[src/rtl/fsk_pkg.sv]
package fsk_pkg;
   typedef enum logic [1:0] {
      RES_NONE  = 2'd0,
      RES_GOOD  = 2'd1,
      RES_FAULT = 2'd2
   } res_e;

   typedef enum logic [2:0] {
      ST_IDLE,
      ST_WAIT,
      ST_SETTLE,
      ST_SHIFT,
      ST_DONE
   } st_e;
endpackage

[src/rtl/fsk_ref_edge.sv]
module fsk_ref_edge #(
   parameter int STAGES = 2
) (
   input  logic clk,
   input  logic rst_n,
   input  logic ref_in,
   output logic fall
);
   localparam int PW = STAGES + 1;

   generate
      if (STAGES < 2) begin : g_bad_stages
         $error("fsk_ref_edge: STAGES must be at least 2");
      end
   endgenerate

   // pipe[0..STAGES-1] synchronize, pipe[STAGES] holds the previous level
   logic [PW-1:0] pipe;

   always_ff @(posedge clk or negedge rst_n) begin
      if (!rst_n) pipe <= '0;
      else        pipe <= {pipe[PW-2:0], ref_in};
   end

   assign fall = pipe[STAGES] & ~pipe[STAGES-1];
endmodule

[src/rtl/fsk_tick_cnt.sv]
module fsk_tick_cnt #(
   parameter int W = 4
) (
   input  logic         clk,
   input  logic         rst_n,
   input  logic         clr,
   input  logic         tick,
   output logic [W-1:0] cnt
);
   always_ff @(posedge clk or negedge rst_n) begin
      if (!rst_n)    cnt <= '0;
      else if (clr)  cnt <= '0;
      else if (tick) cnt <= cnt + 1'b1;
   end
endmodule

[src/rtl/fsk_seq_ctrl.sv]
module fsk_seq_ctrl
   import fsk_pkg::*;
#(
   parameter int N_CH   = 3,
   parameter int CH_W   = 2,
   parameter int CNT_W  = 4,
   parameter int SETTLE = 2,
   parameter int SHIFT  = 1,
   parameter int WDOG   = 8
) (
   input  logic             clk,
   input  logic             rst_n,
   input  logic             start,
   input  logic             fall,
   input  logic [N_CH-1:0]  ch_busy,
   input  logic             det_n,
   input  logic             rx,
   input  logic [CNT_W-1:0] per_cnt,
   input  logic [CNT_W-1:0] wd_cnt,
   output logic             per_clr,
   output logic             wd_clr,
   output logic [CH_W-1:0]  ch_sel,
   output logic             carrier_en,
   output logic             freq_hi,
   output logic             done,
   output logic [1:0]       result
);
   localparam logic [CNT_W-1:0] HIT1 = CNT_W'(SETTLE - 1);
   localparam logic [CNT_W-1:0] HIT2 = CNT_W'(SETTLE + SHIFT - 1);
   localparam logic [CNT_W-1:0] WHIT = CNT_W'(WDOG - 1);

   st_e             state;
   logic [CH_W-1:0] sel_idx;
   logic            sel_busy, hit1, hit2, whit;
   logic            fail_now, pass_ch, launch;

   always_comb begin
      sel_idx  = (ch_sel == '0) ? '0 : ch_sel - 1'b1;
      sel_busy = ch_busy[sel_idx];
      hit1     = fall && (per_cnt == HIT1);
      hit2     = fall && (per_cnt == HIT2);
      whit     = fall && sel_busy && (wd_cnt == WHIT);
      launch   = (state == ST_WAIT) && fall && !sel_busy;
      fail_now = ((state == ST_WAIT)   && whit)
              || ((state == ST_SETTLE) && hit1 && (det_n || rx))
              || ((state == ST_SHIFT)  && hit2 && (det_n || !rx));
      pass_ch  = (state == ST_SHIFT) && hit2 && !det_n && rx;
      per_clr  = !((state == ST_SETTLE) || (state == ST_SHIFT)) || ((state == ST_SETTLE) && hit1);
      wd_clr   = (state != ST_WAIT);
   end

   always_ff @(posedge clk or negedge rst_n) begin
      if (!rst_n) begin
         state      <= ST_IDLE;
         ch_sel     <= '0;
         carrier_en <= 1'b0;
         freq_hi    <= 1'b0;
         done       <= 1'b0;
         result     <= RES_NONE;
      end else if (fail_now) begin
         state      <= ST_DONE;
         carrier_en <= 1'b0;
         freq_hi    <= 1'b0;
         done       <= 1'b1;
         result     <= RES_FAULT;
      end else begin
         unique case (state)
            ST_IDLE, ST_DONE: if (start) begin
               state   <= ST_WAIT;
               ch_sel  <= CH_W'(N_CH);
               freq_hi <= 1'b1;
               done    <= 1'b0;
               result  <= RES_NONE;
            end
            ST_WAIT: if (launch) begin
               carrier_en <= 1'b1;
               state      <= ST_SETTLE;
            end
            ST_SETTLE: if (hit1) begin
               freq_hi <= 1'b0;
               state   <= ST_SHIFT;
            end
            ST_SHIFT: if (pass_ch) begin
               carrier_en <= 1'b0;
               if (ch_sel == CH_W'(1)) begin
                  state  <= ST_DONE;
                  done   <= 1'b1;
                  result <= RES_GOOD;
               end else begin
                  ch_sel  <= ch_sel - 1'b1;
                  freq_hi <= 1'b1;
                  state   <= ST_WAIT;
               end
            end
            default: state <= ST_IDLE;
         endcase
      end
   end
endmodule

[src/rtl/fsk_loop_seq.sv]
module fsk_loop_seq #(
   parameter int N_CH                = 3,
   parameter int SYNC_STAGES         = 2,
   parameter int SETTLE_PERIODS      = 2,
   parameter int SHIFT_DELAY_PERIODS = 1,
   parameter int WDOG_PERIODS        = 640,
   localparam int CH_W               = $clog2(N_CH + 1)
) (
   input  logic            clk,
   input  logic            rst_n,
   input  logic            start,
   input  logic            ref_clk_in,
   input  logic [N_CH-1:0] ch_busy,
   input  logic            tone_det_n,
   input  logic            rx_data,
   output logic [CH_W-1:0] ch_sel,
   output logic            carrier_en,
   output logic            freq_hi,
   output logic            done,
   output logic [1:0]      result
);
   localparam int SPAN    = SETTLE_PERIODS + SHIFT_DELAY_PERIODS;
   localparam int CNT_MAX = (SPAN > WDOG_PERIODS) ? SPAN : WDOG_PERIODS;
   localparam int CNT_W   = $clog2(CNT_MAX + 1);

   generate
      if (N_CH < 1 || SETTLE_PERIODS < 1 || SHIFT_DELAY_PERIODS < 0 || WDOG_PERIODS < 1) begin : g_bad_cfg
         $error("fsk_loop_seq: illegal parameter set");
      end
   endgenerate

   logic             ref_fall;
   logic             per_clr, wd_clr;
   logic [CNT_W-1:0] per_cnt, wd_cnt;

   fsk_ref_edge #(.STAGES(SYNC_STAGES)) u_edge (
      .clk(clk), .rst_n(rst_n), .ref_in(ref_clk_in), .fall(ref_fall)
   );

   fsk_tick_cnt #(.W(CNT_W)) u_per_cnt (
      .clk(clk), .rst_n(rst_n), .clr(per_clr), .tick(ref_fall), .cnt(per_cnt)
   );

   fsk_tick_cnt #(.W(CNT_W)) u_wd_cnt (
      .clk(clk), .rst_n(rst_n), .clr(wd_clr), .tick(ref_fall), .cnt(wd_cnt)
   );

   fsk_seq_ctrl #(
      .N_CH(N_CH), .CH_W(CH_W), .CNT_W(CNT_W),
      .SETTLE(SETTLE_PERIODS), .SHIFT(SHIFT_DELAY_PERIODS), .WDOG(WDOG_PERIODS)
   ) u_ctrl (
      .clk(clk), .rst_n(rst_n), .start(start), .fall(ref_fall),
      .ch_busy(ch_busy), .det_n(tone_det_n), .rx(rx_data),
      .per_cnt(per_cnt), .wd_cnt(wd_cnt), .per_clr(per_clr), .wd_clr(wd_clr),
      .ch_sel(ch_sel), .carrier_en(carrier_en), .freq_hi(freq_hi),
      .done(done), .result(result)
   );
endmodule

[config.mk]
export PLATFORM = sky130hd
export DESIGN_NAME = fsk_loop_seq
export DESIGN_NICKNAME = d
export VERILOG_FILES = /design/src/rtl/fsk_pkg.sv /design/src/rtl/fsk_ref_edge.sv /design/src/rtl/fsk_tick_cnt.sv /design/src/rtl/fsk_seq_ctrl.sv /design/src/rtl/fsk_loop_seq.sv
export SDC_FILE = /design/constraint.sdc
export NUM_CORES = 1
export LEC_CHECK = 0
export ABC_AREA = 1
export BUFFER_PORTS_ARGS = -buffer_cell sky130_fd_sc_hd__buf_2
export CELL_PAD_IN_SITES_DETAIL_PLACEMENT = 0
export CELL_PAD_IN_SITES_GLOBAL_PLACEMENT = 2
export CORE_MARGIN = 10
export CORE_UTILIZATION = 34
export DETAILED_ROUTE_END_ITERATION = 7
export PLACE_DENSITY_LB_ADDON = 0.1
export SYNTH_ARGS = -nofsm -noshare
export SYNTH_HDL_FRONTEND = slang
export SYNTH_SLANG_ARGS = --single-unit
[constraint.sdc]
create_clock -name clk -period 1.9 [get_ports clk]
set_clock_uncertainty 0.1 [all_clocks]
set_input_delay 0.38 -clock clk [delete_from_list [all_inputs] [get_ports clk]]
set_output_delay 0.38 -clock clk [all_outputs]
set_load 0.05 [all_outputs]
==> results of run 1 <==
kinds of logic after synthesis:
kind of cell,count (synthesis),share of synthesized area [%]
AO/OA/AOI/OAI,24,7.49
XOR/XNOR,2,0.912
flip-flops,33,43.0
buffers and inverters,37,7.29
AND/OR/NAND/NOR,159,36.8
adder cells (fa/ha/maj),7,4.56
metrics by stage:
| step | std cells | hold WS, ns | TNS [ns] | util [%] |
|---|---|---|---|---|
| final | 368 | 0.0117 | 0 | 42.0 |
| after global placement | 356 | 0.237 | -0.00363 | 38.9 |
| after global routing | 368 | 0.0508 | -0.0352 | 42.0 |
| after floorplan | 262 | -0.0156 | 0 | - |
| after detailed placement | 356 | 0.242 | 0 | 38.9 |
| after CTS | 364 | 0.0322 | 0 | 40.4 |
power by group:
part	internal [mW]	switching (mW)	total, mW
Sequential	0.819	0.0984	0.917
Combinational	0.430	0.915	1.34
Clock	0.254	0.273	0.527
worst min-delay path by stage:
stage | start | endpoint | slack (ns) | cells after the start
2_1_floorplan | rst_n | u_ctrl.carrier_en$_DFFE_PN0P_ | -0.02 | 0
3_3_place_gp | u_edge.pipe[0]$_DFF_PN0_ | u_edge.pipe[1]$_DFF_PN0_ | 0.24 | 0
3_5_place_dp | u_edge.pipe[0]$_DFF_PN0_ | u_edge.pipe[1]$_DFF_PN0_ | 0.24 | 0
4_1_cts | rst_n | u_wd_cnt.cnt[8]$_DFFE_PN0P_ | 0.03 | 2
5_1_grt | rst_n | u_wd_cnt.cnt[7]$_DFFE_PN0P_ | 0.05 | 2
6_report | rst_n | u_wd_cnt.cnt[8]$_DFFE_PN0P_ | 0.01 | 2
layout make-up:
type	count	area share, %
inverter	36	5.84
clock inverter	2	0.433
multi-input combinational	192	43.8
clock buffer	6	3.14
timing repair buffer	27	7.14
sequential	33	35.7
tap	72	3.89
registers in the layout, indices dropped and copies added, names as in the netlist:
signal	count
u_ctrl.carrier_en	1
u_wd_cnt.cnt	10
u_ctrl.result	2
u_edge.pipe	3
u_ctrl.done	1
u_ctrl.freq_hi	1
u_ctrl.state	3
u_ctrl.ch_sel	2
u_per_cnt.cnt	10
per-layer routing:
metal | share of wire (%) | track usage, % | wire length, µm
met2 | 45 | 18.6 | 2150
met4 | 1.6 | 4.36 | 76
met1 | 49 | 14.9 | 2310
met5 | 0 | 0 | 0
met3 | 4.0 | 2.67 | 189
worst max-delay path: stages, from the launching register on:
cell	delay, ns
dfrtp_2	0.45
inv_2	0.06
ha_2	0.17
inv_1	0.05
nand2_1	0.06
nand3_2	0.08
nand2_2	0.09
nand3b_1	0.11
nand2_1	0.11
nor2_2	0.18
nand2_1	0.09
nand2_2	0.08
nand2_1	0.05
repair_timing:
| item | CTS | global route |
|---|---|---|
| setup buffers | 0 | 4 |
| gates resized for setup | 0 | 22 |
| setup endpoints to repair | 0 | 12 |
placed cells by master (no fill, tap or decap):
cell	count
inv_1	31
xor2_1	2
nand3_2	5
nand4_1	3
dfrtp_2	1
dfrtp_1	32
nor2_4	5
nand2_1	64
nand3_1	15
or2_2	1
buf_4	12
nor2_1	39
o21ai_1	2
o21ai_0	7
a21oi_4	1
clkbuf_8	5
nor3_1	8
ha_2	1
buf_2	15
a211oi_1	2
a21oi_1	9
inv_2	5
nor2_2	4
o21bai_1	2
nor3_2	2
nand2_2	10
nand3b_1	2
ha_1	6
clkbuf_1	1
and3_1	1
clkinv_2	2
o31ai_1	1
==> impl_metrics.json, run 1 <==
{
  "detailedRoute.firstIterationViolations": 73,
  "tightest_slew_ns": 0.453,
  "hpwlAfterDp_mm": 3.50,
  "crit_path_max_fanout": 5,
  "ioPinCount": 16,
  "top_cell_types_by_occurrence_after_synthesis": "nand2_1, nor2_1, inv_1",
  "grtUsageTotal_pct": 11.6,
  "ff_latch_area_um2": 827,
  "ys_seq_elements": 33,
  "worstSetupPathType": "flop to flop",
  "design.die.area_mm2": 0.00906,
  "worstReg2RegEnd": "u_ctrl.done$_DFFE_PN0P_",
  "worst_setup_slack_final_ns": 0.106,
  "crit_path_end_kind": "flop",
  "yosys.area.top_type_share_pct": 43.0,
  "num_antenna_cells": 0,
  "clk_latency_ns": 0.29,
  "first_global_vias": 1784,
  "reg2reg_setup_slack_ns": 0.11,
  "setup.worst_path.start_class": "flop",
  "cp-startpoint": "u_ctrl.ch_sel[0]$_DFFE_PN0P_",
  "detailed_place.area_mm2": 0.00214,
  "tritoncts": "yes",
  "h-tree-depth": 2,
  "routedWlPerCell_um": 12.8,
  "ant_nets": 0,
  "max_cap_viol_count": 0,
  "drt_pass1_iterations": 4,
  "multiInputGateArea_mm2": 0.00101,
  "port_buffers": 15,
  "grt_remaining_overflow": 0,
  "initial_core_util_pct": 34.9,
  "cts_hold_fix_bufs": 0,
  "post-route-min-period_ns": 1.79,
  "n_fill_cell": 592,
  "worst_setup_path_endpoint": "u_ctrl.done$_DFFE_PN0P_",
  "yosysTopAreaCell": "dfrtp_1",
  "yosys_warnings": 0,
  "syn2layout_area_growth_pct": 20.4,
  "pin_count_of_the_biggest_net_entering_global_routing": 34,
  "post_synth_inst_count": 262,
  "async_reset_ff_share_pct": 100,
  "final.period_utilization_pct": 94.4,
  "final_layout_size_suffix_gt1_share_pct": 23.3,
  "fin_total_pwr_mw": 2.79,
  "clk_path_buf_depth": 2,
  "cts_buffers": 5,
  "grt_pass1_wl_mm": 8.34,
  "clock.fmax_mhz": 557,
  "power_density_mw_per_mm2": 1210,
  "routed-via-count": 1707,
  "hold_path.class": "input pin to asynchronous set/reset pin",
  "detail_routed_via_count_per_cell": 4.64,
  "worst_r2r_startpoint": "u_ctrl.ch_sel[0]$_DFFE_PN0P_",
  "clk_pin_slew_worst_paths_ns": 0.07,
  "synth_top_flop_cell": "dfrtp_1",
  "syn_area_mm2": 0.00192,
  "synth_edf_count": 0,
  "outcome": "finished, final reports clean",
  "drv_slew": 0,
  "root_buffer": "clkbuf_8",
  "synth_fp_nets": 278,
  "finish.instance_area_mm2": 0.00231,
  "timing.final.hold_violations": 0,
  "yosys.cell_count.top_type": "nand2_1",
  "rows": 27,
  "worst_slew_slack_as_a_fraction_of_its_limit_pct": 69.8,
  "critPathRequiredTime_ns": 1.98,
  "arrival_ns": 1.88,
  "worst_r2r_path_depth": 12,
  "setup_viol_count_final": 0,
  "drt_drc_violations_left": 0,
  "syn_avg_cell_area_um2": 7.34,
  "gp_congestion": 0.769,
  "floorplan.die.height_um": 95.2,
  "antenna_violations_before_repair": 0,
  "max-vdd-ir-drop_mv": 0.526,
  "nets": 311,
  "cts_sinks": 33,
  "core-area_mm2": 0.00551,
  "synth.yosys.seq_area_share_pct": 43.0,
  "p_leak_nw": 1.18,
  "routed_wirelength_mm": 4.73,
  "preCtsSetupSlack_ns": 0.0306,
  "post_synth_main_area_contributors": "dfrtp_1, nand2_1, nor2_1",
  "post_synth_num_cell_types": 26,
  "die_width_um": 95.2
}
(Power assumes the default switching activity.)
==> run 2: changes to the inputs <==
--- a/config.mk
+++ b/config.mk
@@ -7,10 +7,10 @@
 export LEC_CHECK = 0
 export ABC_AREA = 1
 export BUFFER_PORTS_ARGS = -buffer_cell sky130_fd_sc_hd__buf_2
-export CELL_PAD_IN_SITES_DETAIL_PLACEMENT = 0
-export CELL_PAD_IN_SITES_GLOBAL_PLACEMENT = 2
+export CELL_PAD_IN_SITES_DETAIL_PLACEMENT = 1
+export CELL_PAD_IN_SITES_GLOBAL_PLACEMENT = 1
 export CORE_MARGIN = 10
-export CORE_UTILIZATION = 34
+export CORE_UTILIZATION = 43
 export DETAILED_ROUTE_END_ITERATION = 7
 export PLACE_DENSITY_LB_ADDON = 0.1
 export SYNTH_ARGS = -nofsm -noshare
==> impl_metrics.json, run 2 (synthesis gave the netlist of run 1 again) <==
{
  "outcome": "finished, final reports clean",
  "setup.worst_path.start_class": "flop",
  "routed-via-count": 1728,
  "worstReg2RegEnd": "u_ctrl.ch_sel[1]$_DFFE_PN0P_",
  "floorplan.die.height_um": 86.9,
  "grtUsageTotal_pct": 13.4,
  "ioPinCount": 16,
  "crit_path_end_kind": "flop",
  "finalSetupTns_ns": 0,
  "worstSetupPathType": "flop to flop",
  "drt_pass1_iterations": 4,
  "design.die.area_mm2": 0.00754,
  "max-vdd-ir-drop_mv": 0.408,
  "cts_buffers": 5,
  "pin_count_of_the_biggest_net_entering_global_routing": 34,
  "fin_total_pwr_mw": 2.76,
  "initial_core_util_pct": 44.1,
  "die_width_um": 86.9,
  "cts_sinks": 33,
  "tightest_slew_ns": 0.443,
  "grt_setup_unrepaired": "true",
  "cts_hold_fix_bufs": 0,
  "layout.cells.most_common_list": "nand2_1, nor2_1, inv_1, dfrtp_1",
  "mostFrequentLayoutCell": "nand2_1",
  "preCtsSetupSlack_ns": -0.0277,
  "final.period_utilization_pct": 93.4,
  "grt_remaining_overflow": 0,
  "antenna_violations_before_repair": 0,
  "port_buffers": 15,
  "post-route-min-period_ns": 1.78,
  "syn2layout_area_growth_pct": 16.9,
  "hold_path.class": "input pin to asynchronous set/reset pin",
  "arrival_ns": 1.85,
  "core-area_mm2": 0.00435,
  "setup_viol_count_final": 0,
  "tritoncts": "yes",
  "worst_r2r_path_depth": 10,
  "critPathRequiredTime_ns": 1.97,
  "first_global_vias": 1785,
  "power_density_mw_per_mm2": 1230,
  "reg2reg_setup_slack_ns": 0.12,
  "worst_setup_slack_final_ns": 0.125,
  "routed_wirelength_mm": 4.72,
  "num_antenna_cells": 0,
  "clk_path_buf_depth": 2,
  "worst_slew_slack_as_a_fraction_of_its_limit_pct": 70.5,
  "worst_r2r_startpoint": "u_per_cnt.cnt[0]$_DFFE_PN0P_",
  "clk_latency_ns": 0.28,
  "max_cap_viol_count": 0,
  "ant_nets": 0,
  "final_layout_size_suffix_gt1_share_pct": 20.5,
  "drv_slew": 0,
  "detailedRoute.firstIterationViolations": 67,
  "top_regs": "u_per_cnt.cnt (10), u_wd_cnt.cnt (10)",
  "detail_routed_via_count_per_cell": 5.02,
  "crit_path_max_fanout": 4,
  "root_buffer": "clkbuf_8",
  "routedWlPerCell_um": 13.7,
  "p_leak_nw": 1.15,
  "nets": 307,
  "placed_cells": 334,
  "timing.final.hold_violations": 0,
  "drt_drc_violations_left": 0,
  "clk_pin_slew_worst_paths_ns": 0.07,
  "clock.fmax_mhz": 563,
  "grt_pass1_wl_mm": 8.25,
  "gp_congestion": 0.818,
  "h-tree-depth": 2,
  "fin_cells": 344,
  "rows": 24,
  "hpwlAfterDp_mm": 3.59
}
[run 2: worst max path at each step]
stage,start,end,depth (start not counted)
after global placement,u_ctrl.ch_sel[0]$_DFFE_PN0P_,u_ctrl.done$_DFFE_PN0P_,12
after detailed placement,u_ctrl.ch_sel[0]$_DFFE_PN0P_,u_ctrl.done$_DFFE_PN0P_,12
after CTS,u_ctrl.ch_sel[0]$_DFFE_PN0P_,u_ctrl.done$_DFFE_PN0P_,12
final,u_per_cnt.cnt[0]$_DFFE_PN0P_,u_ctrl.ch_sel[1]$_DFFE_PN0P_,10
after floorplan,u_ctrl.ch_sel[1]$_DFFE_PN0P_,u_ctrl.ch_sel[1]$_DFFE_PN0P_,12
after global routing,u_ctrl.ch_sel[0]$_DFFE_PN0P_,u_ctrl.ch_sel[1]$_DFFE_PN0P_,13
[run 2: metal layers]
| layer | global-route usage, % | part of all wire (%) |
|---|---|---|
| met4 | 3.98 | 1.0 |
| met3 | 3.65 | 3.2 |
| met1 | 16.7 | 46 |
| met2 | 21.9 | 50 |
| met5 | 0 | 0 |
[run 2: through the flow]
step | utilization, % | area (µm²) | hold slack, ns
2_1_floorplan | - | 1920 | -0.0156
3_3_place_gp | 48.3 | 2100 | 0.233
3_5_place_dp | 48.3 | 2100 | 0.243
4_1_cts | 50.3 | 2190 | 0.0328
5_1_grt | 51.6 | 2250 | 0.0369
6_report | 51.6 | 2250 | 0.0200
[run 2: report_power, final]
part | switching, mW | leakage, nW | internal, mW | total [mW]
logic | 0.908 | 0.671 | 0.412 | 1.32
registers | 0.103 | 0.436 | 0.819 | 0.922
clock network | 0.267 | 0.0450 | 0.254 | 0.521
[run 2: area by class of cell]
class / count / area (µm²)
clock buffer: 6 / 72.6
clock inverter: 2 / 10.0
fill: 587 / 2110
inverter: 36 / 135
multi-input combinational: 192 / 1000
sequential: 33 / 827
tap: 52 / 65.1
timing repair buffer: 23 / 135
[run 2: what timing repair did]
item | in CTS | in global routing
gates resized for setup | 1 | 15
buffers inserted | 0 | 2
pin swaps | 0 | 5
setup endpoints to repair | 2 | 9
[run 2: critical path, stage by stage, from the launching register on]
cell	delay (ns)
dfrtp_1	0.38
inv_1	0.10
ha_1	0.15
nand3_1	0.10
nor2_2	0.17
nand3b_1	0.20
nand3_1	0.15
nor2_2	0.06
buf_4	0.13
nand3_1	0.06
nand2_1	0.06
==> run 3: changes to the inputs <==
--- a/config.mk
+++ b/config.mk
@@ -6,12 +6,12 @@
 export NUM_CORES = 1
 export LEC_CHECK = 0
 export ABC_AREA = 1
-export BUFFER_PORTS_ARGS = -buffer_cell sky130_fd_sc_hd__buf_2
 export CELL_PAD_IN_SITES_DETAIL_PLACEMENT = 1
 export CELL_PAD_IN_SITES_GLOBAL_PLACEMENT = 1
 export CORE_MARGIN = 10
-export CORE_UTILIZATION = 43
+export CORE_UTILIZATION = 46
 export DETAILED_ROUTE_END_ITERATION = 7
+export DONT_BUFFER_PORTS = 1
 export PLACE_DENSITY_LB_ADDON = 0.1
 export SYNTH_ARGS = -nofsm -noshare
 export SYNTH_HDL_FRONTEND = slang
==> impl_metrics.json, run 3 (synthesis gave the netlist of run 1 again) <==
{
  "outcome": "finished, final reports clean",
  "gp_congestion": 0.784,
  "grt_remaining_overflow": 0,
  "port_buffers": 0,
  "pin_count_of_the_biggest_net_entering_global_routing": 34,
  "grtUsageTotal_pct": 13.9,
  "clk_pin_slew_worst_paths_ns": 0.08,
  "ioPinCount": 16,
  "post-route-min-period_ns": 1.80,
  "cts_sinks": 33,
  "tightest_slew_ns": 0.483,
  "cts_buffers": 5,
  "worst_r2r_path_depth": 13,
  "setup.worst_path.start_class": "flop",
  "cp_top_family": "simple AND/OR/NAND/NOR gates",
  "critPathRequiredTime_ns": 1.98,
  "top_regs": "u_per_cnt.cnt (10), u_wd_cnt.cnt (10)",
  "hpwlAfterDp_mm": 3.53,
  "cpPeakStageDelay_ns": 0.43,
  "pwr-share-clk_pct": 23.3,
  "first_global_vias": 1834,
  "timing.final.hold_violations": 0,
  "die_width_um": 84.6,
  "drt_pass1_iterations": 4,
  "routed-via-count": 1707,
  "path_common_cell": "nand2_1",
  "syn2layout_area_growth_pct": 16.3,
  "timing.critical_path.depth": 13,
  "design.die.area_mm2": 0.00716,
  "max-vdd-ir-drop_mv": 0.666,
  "timing.hold.worst_path_depth": 0,
  "detail_routed_via_count_per_cell": 5.19,
  "drv_slew": 0,
  "finish.instance_area_mm2": 0.00223,
  "fin_total_pwr_mw": 2.92,
  "root_buffer": "clkbuf_8",
  "worst_slew_slack_as_a_fraction_of_its_limit_pct": 67.8,
  "detailed_place.area_mm2": 0.00202,
  "hold_path.class": "flop to flop",
  "final_layout_size_suffix_gt1_share_pct": 16.1,
  "grt_setup_unrepaired": "true",
  "worstSetupPathType": "flop to flop",
  "pwr-share-comb_pct": 40.2,
  "grt_pass1_wl_mm": 8.34,
  "max_cap_viol_count": 0,
  "routed_wirelength_mm": 4.78,
  "cell_internal_pwr_mw": 1.60,
  "hold_ws_ns": 0.255,
  "clk_latency_ns": 0.29,
  "drt_drc_violations_left": 0,
  "cp_cell_sequence": "inv_1 > ha_2 > inv_1 > nand2_1 > nand3_2 > nand2_2 > nor2_1 > nand2_1 > nand3_1 > nor2_2 > nand2_1 > nand2_1 > nand2_1",
  "core-area_mm2": 0.00403,
  "final.period_utilization_pct": 94.8,
  "crit_path_max_fanout": 4,
  "arrival_ns": 1.89,
  "layout.cells.most_common_list": "nand2_1, nor2_1, inv_1",
  "num_antenna_cells": 0,
  "clock.fmax_mhz": 555,
  "detailedRoute.firstIterationViolations": 88,
  "crit_path_end_kind": "flop",
  "antenna_violations_before_repair": 0,
  "power_density_mw_per_mm2": 1300,
  "rows": 23,
  "setup_viol_count_final": 0,
  "p_leak_nw": 1.12,
  "initial_core_util_pct": 47.7,
  "swShare_pct": 45.0,
  "mostFrequentLayoutCell": "nand2_1",
  "tritoncts": "yes",
  "routedWlPerCell_um": 14.5,
  "floorplan.die.height_um": 84.6,
  "ant_nets": 0,
  "nets": 294,
  "share_seq_of_total_power_pct": 36.5,
  "h-tree-depth": 2,
  "cp.buffers_inverters": 2,
  "power.switching_mw": 1.31,
  "cpMaxStageDelayCell": "dfrtp_2",
  "clk_path_buf_depth": 2
}
run 3: per-layer routing:
| metal | GRT usage [%] | wire length (µm) | share of wire [%] | vias up |
|---|---|---|---|---|
| met5 | 0 | 0 | 0 | - |
| met4 | 4.94 | 78 | 1.6 | 0 |
| met3 | 3.77 | 180 | 3.8 | 7 |
| met2 | 22.9 | 2330 | 49 | 25 |
| met1 | 16.9 | 2190 | 46 | 816 |
| li1 | - | - | - | 859 |
run 3: timing repair:
action	in CTS	in global routing
endpoints found under the hold margin	34	0
hold buffers	3	0
setup buffers	0	2
gates resized for setup	0	18
endpoints found under the setup margin	0	11
run 3: area by class of cell:
class	instances	area, µm²
Inverter	36	135
Fill cell	539	1790
Sequential cell	33	828
Tap cell	50	62.6
Multi-Input combinational cell	192	1000
Timing Repair Buffer	10	92.6
Clock buffer	5	68.8
Clock inverter	3	46.3
run 3: path summary, 6_finish.rpt:
check,from,endpoint,slack [ns]
worst max-delay path,u_ctrl.ch_sel[0]$_DFFE_PN0P_,u_ctrl.ch_sel[0]$_DFFE_PN0P_,0.1
worst min register to register,u_edge.pipe[0]$_DFF_PN0_,u_edge.pipe[1]$_DFF_PN0_,0.26
worst max register to register,u_ctrl.ch_sel[0]$_DFFE_PN0P_,u_ctrl.ch_sel[0]$_DFFE_PN0P_,0.1
min in group asynchronous,rst_n,u_wd_cnt.cnt[9]$_DFFE_PN0P_,0.47
worst min-delay path,u_edge.pipe[0]$_DFF_PN0_,u_edge.pipe[1]$_DFF_PN0_,0.26
max in group asynchronous,rst_n,u_ctrl.state[1]$_DFFE_PN0P_,1.04
run 3: power groups by stage:
stage               Combinational (mW)  Clock, mW  Sequential (mW)
floorplan                        0.724          0             1.13
finish                            1.17      0.678             1.07
detailed placement                1.07          0             1.08
CTS                               1.10      0.701             1.07
global placement                  1.04          0             1.08
global route                      1.34      0.729             1.09
run 3: through the flow:
step / instances / util, % / TNS [ns] / setup slack [ns]
floorplan: 262 / - / 0 / 0.0145
global placement: 316 / 50.1 / 0 / 0.104
detailed placement: 316 / 50.1 / 0 / 0.0397
CTS: 327 / 53.9 / 0 / 0.0338
global route: 329 / 55.5 / -0.311 / -0.0802
finish: 329 / 55.5 / 0 / 0.0982
